## config.mk

```make
export PLATFORM = sky130hd
export DESIGN_NAME = fbpk_top
export DESIGN_NICKNAME = d
export VERILOG_FILES = /design/src/rtl/fbpk_pkg.sv /design/src/rtl/fbpk_cfg_hold.sv /design/src/rtl/fbpk_line_track.sv /design/src/rtl/fbpk_out_stage.sv /design/src/rtl/fbpk_top.sv
export SDC_FILE = /design/constraint.sdc
export NUM_CORES = 1
export LEC_CHECK = 0
export BUFFER_PORTS_ARGS = -buffer_cell sky130_fd_sc_hd__buf_2
export CAP_MARGIN = 20
export CORE_ASPECT_RATIO = 1.1
export CORE_UTILIZATION = 50
export DETAILED_ROUTE_END_ITERATION = 16
export HOLD_SLACK_MARGIN = 0.12
export PLACE_DENSITY = 0.83
export SETUP_SLACK_MARGIN = 0.1
export SLEW_MARGIN = 15
export SYNTH_ARGS = -nofsm -noshare
export SYNTH_HDL_FRONTEND = slang
export SYNTH_SLANG_ARGS = --single-unit
```

## constraint.sdc

```tcl
create_clock -name clk -period 4.55 [get_ports clk]
set_input_delay 0.2275 -clock clk [delete_from_list [all_inputs] [get_ports clk]]
set_output_delay 0.2275 -clock clk [all_outputs]
set_load 0.005 [all_outputs]
```

## src/rtl/fbpk_pkg.sv

```systemverilog
package fbpk_pkg;

    typedef enum logic [1:0] {
        FMT_K555  = 2'b00,
        FMT_565   = 2'b01,
        FMT_4444  = 2'b10,
        FMT_A1555 = 2'b11
    } fmt_e;

    typedef struct packed {
        logic [7:0] r;
        logic [7:0] g;
        logic [7:0] b;
        logic [7:0] a;
    } rgba_t;

    typedef struct packed {
        fmt_e       fmt;
        logic [7:0] key;
        logic [7:0] thresh;
    } look_t;

    typedef struct packed {
        logic [15:0] data;
        logic        last;
    } word_t;

    function automatic logic [15:0] pack_px(rgba_t p, look_t c);
        logic [15:0] w;
        unique case (c.fmt)
            FMT_K555:  w = {c.key[7], p.r[7:3], p.g[7:3], p.b[7:3]};
            FMT_565:   w = {p.r[7:3], p.g[7:2], p.b[7:3]};
            FMT_4444:  w = {p.a[7:4], p.r[7:4], p.g[7:4], p.b[7:4]};
            default:   w = {(p.a > c.thresh), p.r[7:3], p.g[7:3], p.b[7:3]};
        endcase
        return w;
    endfunction

endpackage

```

## src/rtl/fbpk_cfg_hold.sv

```systemverilog
module fbpk_cfg_hold
    import fbpk_pkg::*;
#(
    parameter int WIDTH_W = 12,
    parameter int PITCH_W = 9
) (
    input  logic               clk,
    input  logic               rst,
    input  logic               sel_live,
    input  logic               capture,
    input  look_t              live_look,
    input  logic [WIDTH_W-1:0] live_width,
    input  logic [PITCH_W-1:0] live_pitch,
    output look_t              eff_look,
    output logic [WIDTH_W-1:0] eff_width,
    output logic [PITCH_W-1:0] eff_pitch,
    output look_t              held_look
);

    logic [WIDTH_W-1:0] held_width;
    logic [PITCH_W-1:0] held_pitch;

    always_ff @(posedge clk) begin
        if (rst) begin
            held_look  <= '{fmt: FMT_K555, key: '0, thresh: '0};
            held_width <= '0;
            held_pitch <= '0;
        end else if (capture) begin
            held_look  <= live_look;
            held_width <= live_width;
            held_pitch <= live_pitch;
        end
    end

    always_comb begin
        eff_look  = sel_live ? live_look  : held_look;
        eff_width = sel_live ? live_width : held_width;
        eff_pitch = sel_live ? live_pitch : held_pitch;
    end

endmodule

```

## src/rtl/fbpk_line_track.sv

```systemverilog
module fbpk_line_track #(
    parameter int WIDTH_W = 12,
    parameter int PITCH_W = 9,
    localparam int PAD_W  = PITCH_W + 2,
    localparam int CMP_W  = ((WIDTH_W > PAD_W) ? WIDTH_W : PAD_W) + 1
) (
    input  logic               clk,
    input  logic               rst,
    input  logic               accept,
    input  logic               restart,
    input  logic [WIDTH_W-1:0] width,
    input  logic [PITCH_W-1:0] pitch,
    output logic               is_last,
    output logic [PAD_W-1:0]   skip
);

    logic [WIDTH_W-1:0] col_q;
    logic [WIDTH_W-1:0] col_now;
    logic [CMP_W-1:0]   span_x;
    logic [CMP_W-1:0]   wid_x;

    assign col_now = restart ? '0 : col_q;
    assign is_last = (col_now == width - WIDTH_W'(1));

    assign span_x = CMP_W'({pitch, 2'b00});
    assign wid_x  = CMP_W'(width);
    assign skip   = (span_x > wid_x) ? PAD_W'(span_x - wid_x) : '0;

    always_ff @(posedge clk) begin
        if (rst) begin
            col_q <= '0;
        end else if (accept) begin
            col_q <= is_last ? '0 : col_now + WIDTH_W'(1);
        end
    end

    // column index stays inside the line
    p_col_bound_r8: assert property (@(posedge clk) disable iff (rst)
        (!restart && width != '0) |-> (col_q < width));

endmodule

```

## src/rtl/fbpk_out_stage.sv

```systemverilog
module fbpk_out_stage
    import fbpk_pkg::*;
#(
    parameter int PAD_W = 11
) (
    input  logic             clk,
    input  logic             rst,
    input  logic             load,
    input  word_t            load_word,
    input  logic [PAD_W-1:0] load_skip,
    output logic             can_load,
    output logic             out_valid,
    input  logic             out_ready,
    output word_t            out_word,
    output logic             pad_vld,
    output logic [PAD_W-1:0] pad_cnt
);

    logic [PAD_W-1:0] skip_q;
    logic             xfer;

    assign can_load = !out_valid || out_ready;
    assign xfer     = out_valid && out_ready;

    always_ff @(posedge clk) begin
        if (rst) begin
            out_valid <= 1'b0;
            out_word  <= '0;
            skip_q    <= '0;
            pad_vld   <= 1'b0;
            pad_cnt   <= '0;
        end else begin
            if (load) begin
                out_valid <= 1'b1;
                out_word  <= load_word;
                skip_q    <= load_skip;
            end else if (xfer) begin
                out_valid <= 1'b0;
            end
            pad_vld <= xfer && out_word.last;
            if (xfer && out_word.last) begin
                pad_cnt <= skip_q;
            end
        end
    end

    // a stalled word holds
    p_stall_hold_r10: assert property (@(posedge clk) disable iff (rst)
        (out_valid && !out_ready) |=> (out_valid && $stable(out_word)));

    // skip pulse only follows a transferred line end
    p_pad_follow_r8: assert property (@(posedge clk) disable iff (rst)
        pad_vld |-> $past(out_valid && out_ready && out_word.last));

endmodule

```

## src/rtl/fbpk_top.sv

```systemverilog
module fbpk_top
    import fbpk_pkg::*;
#(
    parameter int WIDTH_W = 12,
    parameter int PITCH_W = 9,
    localparam int PAD_W  = PITCH_W + 2
) (
    input  logic               clk,
    input  logic               rst,
    input  logic               in_valid,
    output logic               in_ready,
    input  logic               in_sof,
    input  logic [7:0]         in_r,
    input  logic [7:0]         in_g,
    input  logic [7:0]         in_b,
    input  logic [7:0]         in_a,
    input  logic [1:0]         ctl_mode,
    input  logic [7:0]         ctl_key,
    input  logic [7:0]         ctl_thresh,
    input  logic [WIDTH_W-1:0] ctl_width,
    input  logic [PITCH_W-1:0] ctl_pitch,
    output logic               out_valid,
    input  logic               out_ready,
    output logic [15:0]        out_data,
    output logic               out_last,
    output logic               pad_vld,
    output logic [PAD_W-1:0]   pad_cnt
);

    look_t              live_look;
    look_t              eff_look;
    look_t              held_look;
    logic [WIDTH_W-1:0] eff_width;
    logic [PITCH_W-1:0] eff_pitch;
    logic               accept;
    logic               is_last;
    logic [PAD_W-1:0]   skip;
    rgba_t              px;
    word_t              new_word;
    word_t              cur_word;

    assign live_look = '{fmt: fmt_e'(ctl_mode), key: ctl_key, thresh: ctl_thresh};
    assign accept    = in_valid && in_ready;
    assign px        = '{r: in_r, g: in_g, b: in_b, a: in_a};
    assign new_word  = '{data: pack_px(px, eff_look), last: is_last};

    fbpk_cfg_hold #(.WIDTH_W(WIDTH_W), .PITCH_W(PITCH_W)) u_cfg (
        .clk        (clk),
        .rst        (rst),
        .sel_live   (in_sof),
        .capture    (accept && in_sof),
        .live_look  (live_look),
        .live_width (ctl_width),
        .live_pitch (ctl_pitch),
        .eff_look   (eff_look),
        .eff_width  (eff_width),
        .eff_pitch  (eff_pitch),
        .held_look  (held_look)
    );

    fbpk_line_track #(.WIDTH_W(WIDTH_W), .PITCH_W(PITCH_W)) u_line (
        .clk     (clk),
        .rst     (rst),
        .accept  (accept),
        .restart (in_sof),
        .width   (eff_width),
        .pitch   (eff_pitch),
        .is_last (is_last),
        .skip    (skip)
    );

    fbpk_out_stage #(.PAD_W(PAD_W)) u_out (
        .clk       (clk),
        .rst       (rst),
        .load      (accept),
        .load_word (new_word),
        .load_skip (skip),
        .can_load  (in_ready),
        .out_valid (out_valid),
        .out_ready (out_ready),
        .out_word  (cur_word),
        .pad_vld   (pad_vld),
        .pad_cnt   (pad_cnt)
    );

    assign out_data = cur_word.data;
    assign out_last = cur_word.last;

    // key flag in the held frame settings reaches bit 15
    p_key_bit_r2: assert property (@(posedge clk) disable iff (rst)
        (out_valid && held_look.fmt == FMT_K555) |-> (out_data[15] == held_look.key[7]));

    // an empty output stage always takes a pixel
    p_ready_empty_r10: assert property (@(posedge clk) disable iff (rst)
        !out_valid |-> in_ready);

endmodule

```

After elaboration in Yosys (flattened, before gate mapping) --
Index checks and enable logic that the tools add are counted.
Storage, ports and cells: bits in registers 92, input port bits 76, output and inout bits 31, word-level logic and storage cells 37
Cells by class: $add $sub $neg 3, order comparisons 2, eq/ne operators 3, muxes and demuxes 9, reductions and logical operators 8
Operators with widths (count):
- case mux 16 bit (3 select lines) | 1
- 2-to-1 mux 12 bit | 3
- 2-to-1 mux 18 bit | 1
- adder 12 x 1 -> 12 bit, second input constant | 1
- equality test 12 bit | 1
- greater-than comparator 11 x 12 -> 1 bit | 1
- subtractor 12 x 1 -> 12 bit, second input constant | 1
- 2-to-1 mux 11 bit | 1
- subtractor 11 bit | 1
- 2-to-1 mux 9 bit | 1
- greater-than comparator 8 bit | 1
- logical AND 1 bit | 4
- equality test 2 x 1 -> 1 bit, second input constant | 1
- equality test 2 bit, second input constant | 1
- logical NOT 2 bit | 1
- 2-to-1 mux 1 bit | 2
- nonzero test 2 bit | 1
- logical NOT 1 bit | 1
- logical OR 1 bit | 1

Logic depth before layout (Yosys ltp) --
word-level depth 4, gate-level depth with buffers 15, mapped depth without buffers 9

By module --
A second synthesis with hierarchy kept.
Unflattened totals: cell total of the unflattened synthesis 626, area total of the unflattened synthesis 5686.7 sq um
Modules (own cells, without submodules):
- fbpk_cfg_hold | times used 1, cells an instance 169, area each 1909.3 sq um, seq. area each 780.7 sq um
- fbpk_line_track | times used 1, cells an instance 225, area each 1627.8 sq um, seq. area each 240.2 sq um
- fbpk_out_stage | times used 1, cells an instance 145, area each 1569.0 sq um, seq. area each 820.8 sq um
- fbpk_top | times used 1, cells an instance 87, area each 580.6 sq um, seq. area each 0.0 sq um

Worst setup path before layout --
OpenSTA, ideal clock, no wires.
path kind input port to flip-flop, from input port in_sof, to register u_out.skip_q[10], setup time 0.070 ns, data arrival time 3.589 ns, data required time 4.480 ns, setup slack 0.890 ns, stages 14, buffers on the path 5, cells stage by stage buf_2 -> buf_2 -> buf_2 -> buf_1 -> mux2_2 -> ha_1 -> a21o_1 -> a21oi_1 -> nor2_1 -> o41a_1 -> o21a_1 -> clkbuf_1 -> or3_1 -> a21oi_1
On the way: cells in the longest elaborated chain, start to end 3, elaborated cells on any way between the ends 5, classes of those cells 1 x add/sub; 1 x order compare; 3 x mux
RTL lines:
- start: declaration | RTL line fbpk_top.sv:12 | input logic in_sof,
- 2-to-1 mux 9 bit or 2-to-1 mux 12 bit (tied branches) | RTL line fbpk_cfg_hold.sv:38, fbpk_cfg_hold.sv:37
- subtractor 11 bit or greater-than comparator 11 x 12 -> 1 bit (tied branches) | RTL line fbpk_line_track.sv:27 | assign skip = (span_x > wid_x) ? PAD_W'(span_x - wid_x) : '0;
- 2-to-1 mux 11 bit (*) | RTL line fbpk_line_track.sv:27
- end signal: assignment | RTL line fbpk_out_stage.sv:36 | skip_q <= load_skip;
- end: declaration | RTL line fbpk_out_stage.sv:19 | logic [PAD_W-1:0] skip_q;
Every way passes the cells marked *; elsewhere a longest branch is shown, timed or not. A chain may end at the register's enable or synchronous reset.

Worst setup path after layout --
Same ends and word-level chain as after synthesis.

==> metrics.md <==
| Metric | Value |
|---|---|
| Hold path cells | `3` |
| Fin crit share | `71.4%` |
| H-tree Lvls | `3` |
| Clock Path Buffers | `2` |
| Site Rows | `37` |
| Endpoints failing setup | `0` |
| Share of cells above drive strength 1 | `18.3%` |
| Largest family of logic cells by synthesized area | `simple AND/OR/NAND/NOR gates` |
| DR pass1 iterations | `5` |
| Worst clock skew | `0.00690 ns` |
| Ant diodes | `0` |
| Area after DPL | `about 5400 sq um` |
| Fin util | `61.3%` |
| Die Wd | `roughly 96 um` |
| CTS Sinks | `85` |
| CP Class | `in -> reg` |
| Critical Path Max Stage Delay | `0.49 ns` |
| CP endpoint kind | `flip-flop` |
| Req. time, crit path | `4.83 ns` |
| Mux share of post-synthesis cell area | `8.91%` |
| RD Place Congestion | `between 0.8 and 0.9` |
| Post-Synth XOR/XNOR Area | `4.68%` |
| Largest delay share family, worst path | `compound AO/OA/AOI/OAI gates` |
| RSZ-0062 raised after global routing | `false` |
| Fmax | `between 300 and 400 MHz` |
| Die Footprint | `10100 sq um` |
| Clock Pin Slew Worst Setup and Hold Paths | `approximately 0.08 ns` |
| Asr flop ratio synth | `0%` |
| # IOs | `approximately 110` |
| Starting Density | `51.8%` |
| Synthesis Warnings | `0` |
| Outcome | `completed` |
| Slew @ Worst Pin | `0.732 ns` |
| Total Routed Length | `12800 um` |
| Max stage delay cell, worst path | `buf_4` |
| EDFF count, synth | `0` |
| Post CTS Setup Buffer Count | `0` |
| Count of cell types in the netlist | `52` |
| Synth area leader | `dfxtp_1` |
| Pins Over Slew Limit | `0` |
| Inst Count DP | `787` |
| Max_slew headroom | `around 51%` |
| Post-synthesis compound-gate area fraction | `21.0%` |
| CP Buf/Inv Count | `2` |
| Fin area | `between 5000 and 6000 sq um` |
| CP Cell Sequence | `buf_2 -> buf_4 -> mux2i_1 -> ha_1 -> a21oi_1 -> nor2_1 -> o41a_1 -> o21a_1 -> or3_1 -> a21oi_1` |
| Via density per instance | `5.91` |
| Filler Cell Count | `808` |
| Max rail drop VDD | `0.181 mV` |
| Worst reg2reg path depth | `9` |
| End of the worst hold path | `u_cfg.held_width[11]` |
| RR Startpoint | `u_cfg.held_width[2]` |
| Tmin final | `3.25 ns` |
| Number of synthesized register bits | `85` |
| Initial antenna violation count | `0` |
| Most frequent cell on the critical path | `a21oi_1` |
| DIE HEIGHT | `106 um` |
| Hold Crit Start | `ctl_width[11]` |
| Power Dens Cells | `around 290 nW/um^2` |
| CTS tree | `done` |
| Top_reg_cell synth | `dfxtp_1` |
| Number of global-route vias before repair | `4661` |
| Post-cts sizing count | `0` |
| Residual DRC | `0` |
| CP startpoint kind | `primary input` |
| Hpwl dp | `8830 um` |
| Syn nets | `between 700 and 800` |
| Syn Inst Count | `609` |
| Total CTS buffers | `9` |
| Most frequent cell after synthesis | `nand2_1` |
| Synth Cell Area | `just under 5000 sq um` |
| Layout net count | `798` |
| Arrival time worst endpoint | `3.53 ns` |
| First-pass GRT wire length | `21000 um` |
| Mean Syn Cell Area | `8.00 sq um` |
| Reg2reg setup slack | `about 1.4 ns` |
| Simple-gate share of the synthesized area | `21.6%` |
| HP Class | `in -> reg` |
| Final Hold Viols | `0` |
| Setup TNS | `0 ns` |
| GRT overflow | `0` |
| WL/cell | `15.5 um` |
| Largest net degree at the start of global routing | `56` |
| CTS Root Cell | `clkbuf_8` |
| Hold_buf cts | `21` |
| Top post-synthesis cells by area | `dfxtp_1, nand2_1, a21oi_1, mux2i_1, ha_1` |
| Max FO, Critical Path | `35` |
| Finished Layout Cells | `821` |
| Post-synth top area share | `34.9%` |
| Detailed router's first-iteration violation count | `about 360` |
| Synth cell count leaders | `nand2_1, dfxtp_1, a21oi_1, mux2i_1, clkbuf_1` |
| Post-Synth Adder-Cell Area | `under 10%` |
| Port bufs | `91` |
| Max Cap Violations | `0` |
| Core area | `9400 sq um` |
| Lkg Pwr | `~2.4 nW` |
| Via Count | `4854` |
| Hold slack | `0.136 ns` |
| Post-synthesis sequential area ratio | `34.9%` |
| GRT Resource Usage Total | `about a quarter` |
| Final ANT Viol Nets | `0` |
| Worst-Skew Late Latency | `between 0.3 and 0.4 ns` |
| FF-to-FF End | `u_out.skip_q[10]` |
| Area growth, synth to finish | `18.2%` |
## per-layer routing
metal | up-vias | track usage [%] | part of all wire (%) | wire (um)
met4 | 0 | 9.38 | 2.2 | 280
li1 | 2364 | - | - | -
met1 | 2260 | 33.6 | 44 | 5560
met5 | - | 0 | 0 | 0
met2 | 201 | 42.6 | 47 | 6060
met3 | 29 | 5.70 | 6.8 | 864
## how the worst max path moves through the flow
stage	slack, ns	start	cells past startpoint	to
after floorplan	0.89	in_sof	14	u_out.skip_q[10]
after global placement	1.07	in_sof	10	u_out.skip_q[10]
after detailed placement	1.02	in_sof	10	u_out.skip_q[10]
after CTS	1.35	in_sof	10	u_out.skip_q[10]
after global routing	1.14	in_sof	10	u_out.skip_q[10]
final	1.30	in_sof	10	u_out.skip_q[10]
## power by group
group          total, mW  internal (mW)  switching [mW]
clock              0.464          0.204           0.260
combinational      0.386          0.167           0.219
sequential         0.797          0.776          0.0212
## cells by family after synthesis
family / count (synthesis)
and+or+nand+nor: 225
muxes: 42
DFF: 85
xor gates and xnor gates: 26
AOI/OAI and AO/OA: 166
buffers and inverters: 45
adders and majority gates: 20
## registers in the layout, summed over array words and instances, names as in the netlist
register,cells
u_cfg.held_look,11
u_cfg.held_pitch,9
u_cfg.held_width,12
u_line.col_q,12
u_out.out_valid,1
u_out.out_word,17
u_out.pad_cnt,11
u_out.pad_vld,1
u_out.skip_q,11
## placed cells by master (no fill, tap or decap), types with 5 or more instances in the layout
master,instances
nor2_1,16
ha_1,20
inv_1,5
mux2_2,11
buf_2,91
o21a_1,6
a31oi_1,12
nor3_1,17
o211ai_1,11
dfxtp_1,85
a211oi_1,5
nor3b_1,7
or3_1,5
nor2b_1,5
buf_4,8
mux2i_1,31
nand4_1,5
a22oi_1,11
clkbuf_8,10
a21oi_1,72
nand2_1,125
o21ai_0,20
and3_1,9
and2_1,5
xor2_1,10
xnor2_1,16
nand3_1,14
dlygate4sd3_1,21
a21o_1,5
## tightest hold or removal path, cell delays in order
cell and delay [ns]:
buf_2 0.12, nand2_1 0.05, a21oi_1 0.05
## final cells by class
class / count / area [sq um] / area share (%)
clock inverter: 2 / 12.5 / 0.217
multi-input combinational: 479 / 2990 / 52.0
clock buffer: 11 / 141 / 2.46
tap: 117 / 146 / 2.54
timing repair buffer: 121 / 741 / 12.9
inverter: 6 / 22.5 / 0.391
sequential: 85 / 1700 / 29.6
## per-stage QoR
stage | total power [mW] | worst slack, ns
2_1_floorplan | 1.06 | 0.890
3_3_place_gp | 1.16 | 1.07
3_5_place_dp | 1.17 | 1.02
4_1_cts | 1.64 | 1.35
5_1_grt | 1.73 | 1.14
6_report | 1.65 | 1.30
No activity file was read; power rests on OpenSTA's default activity.
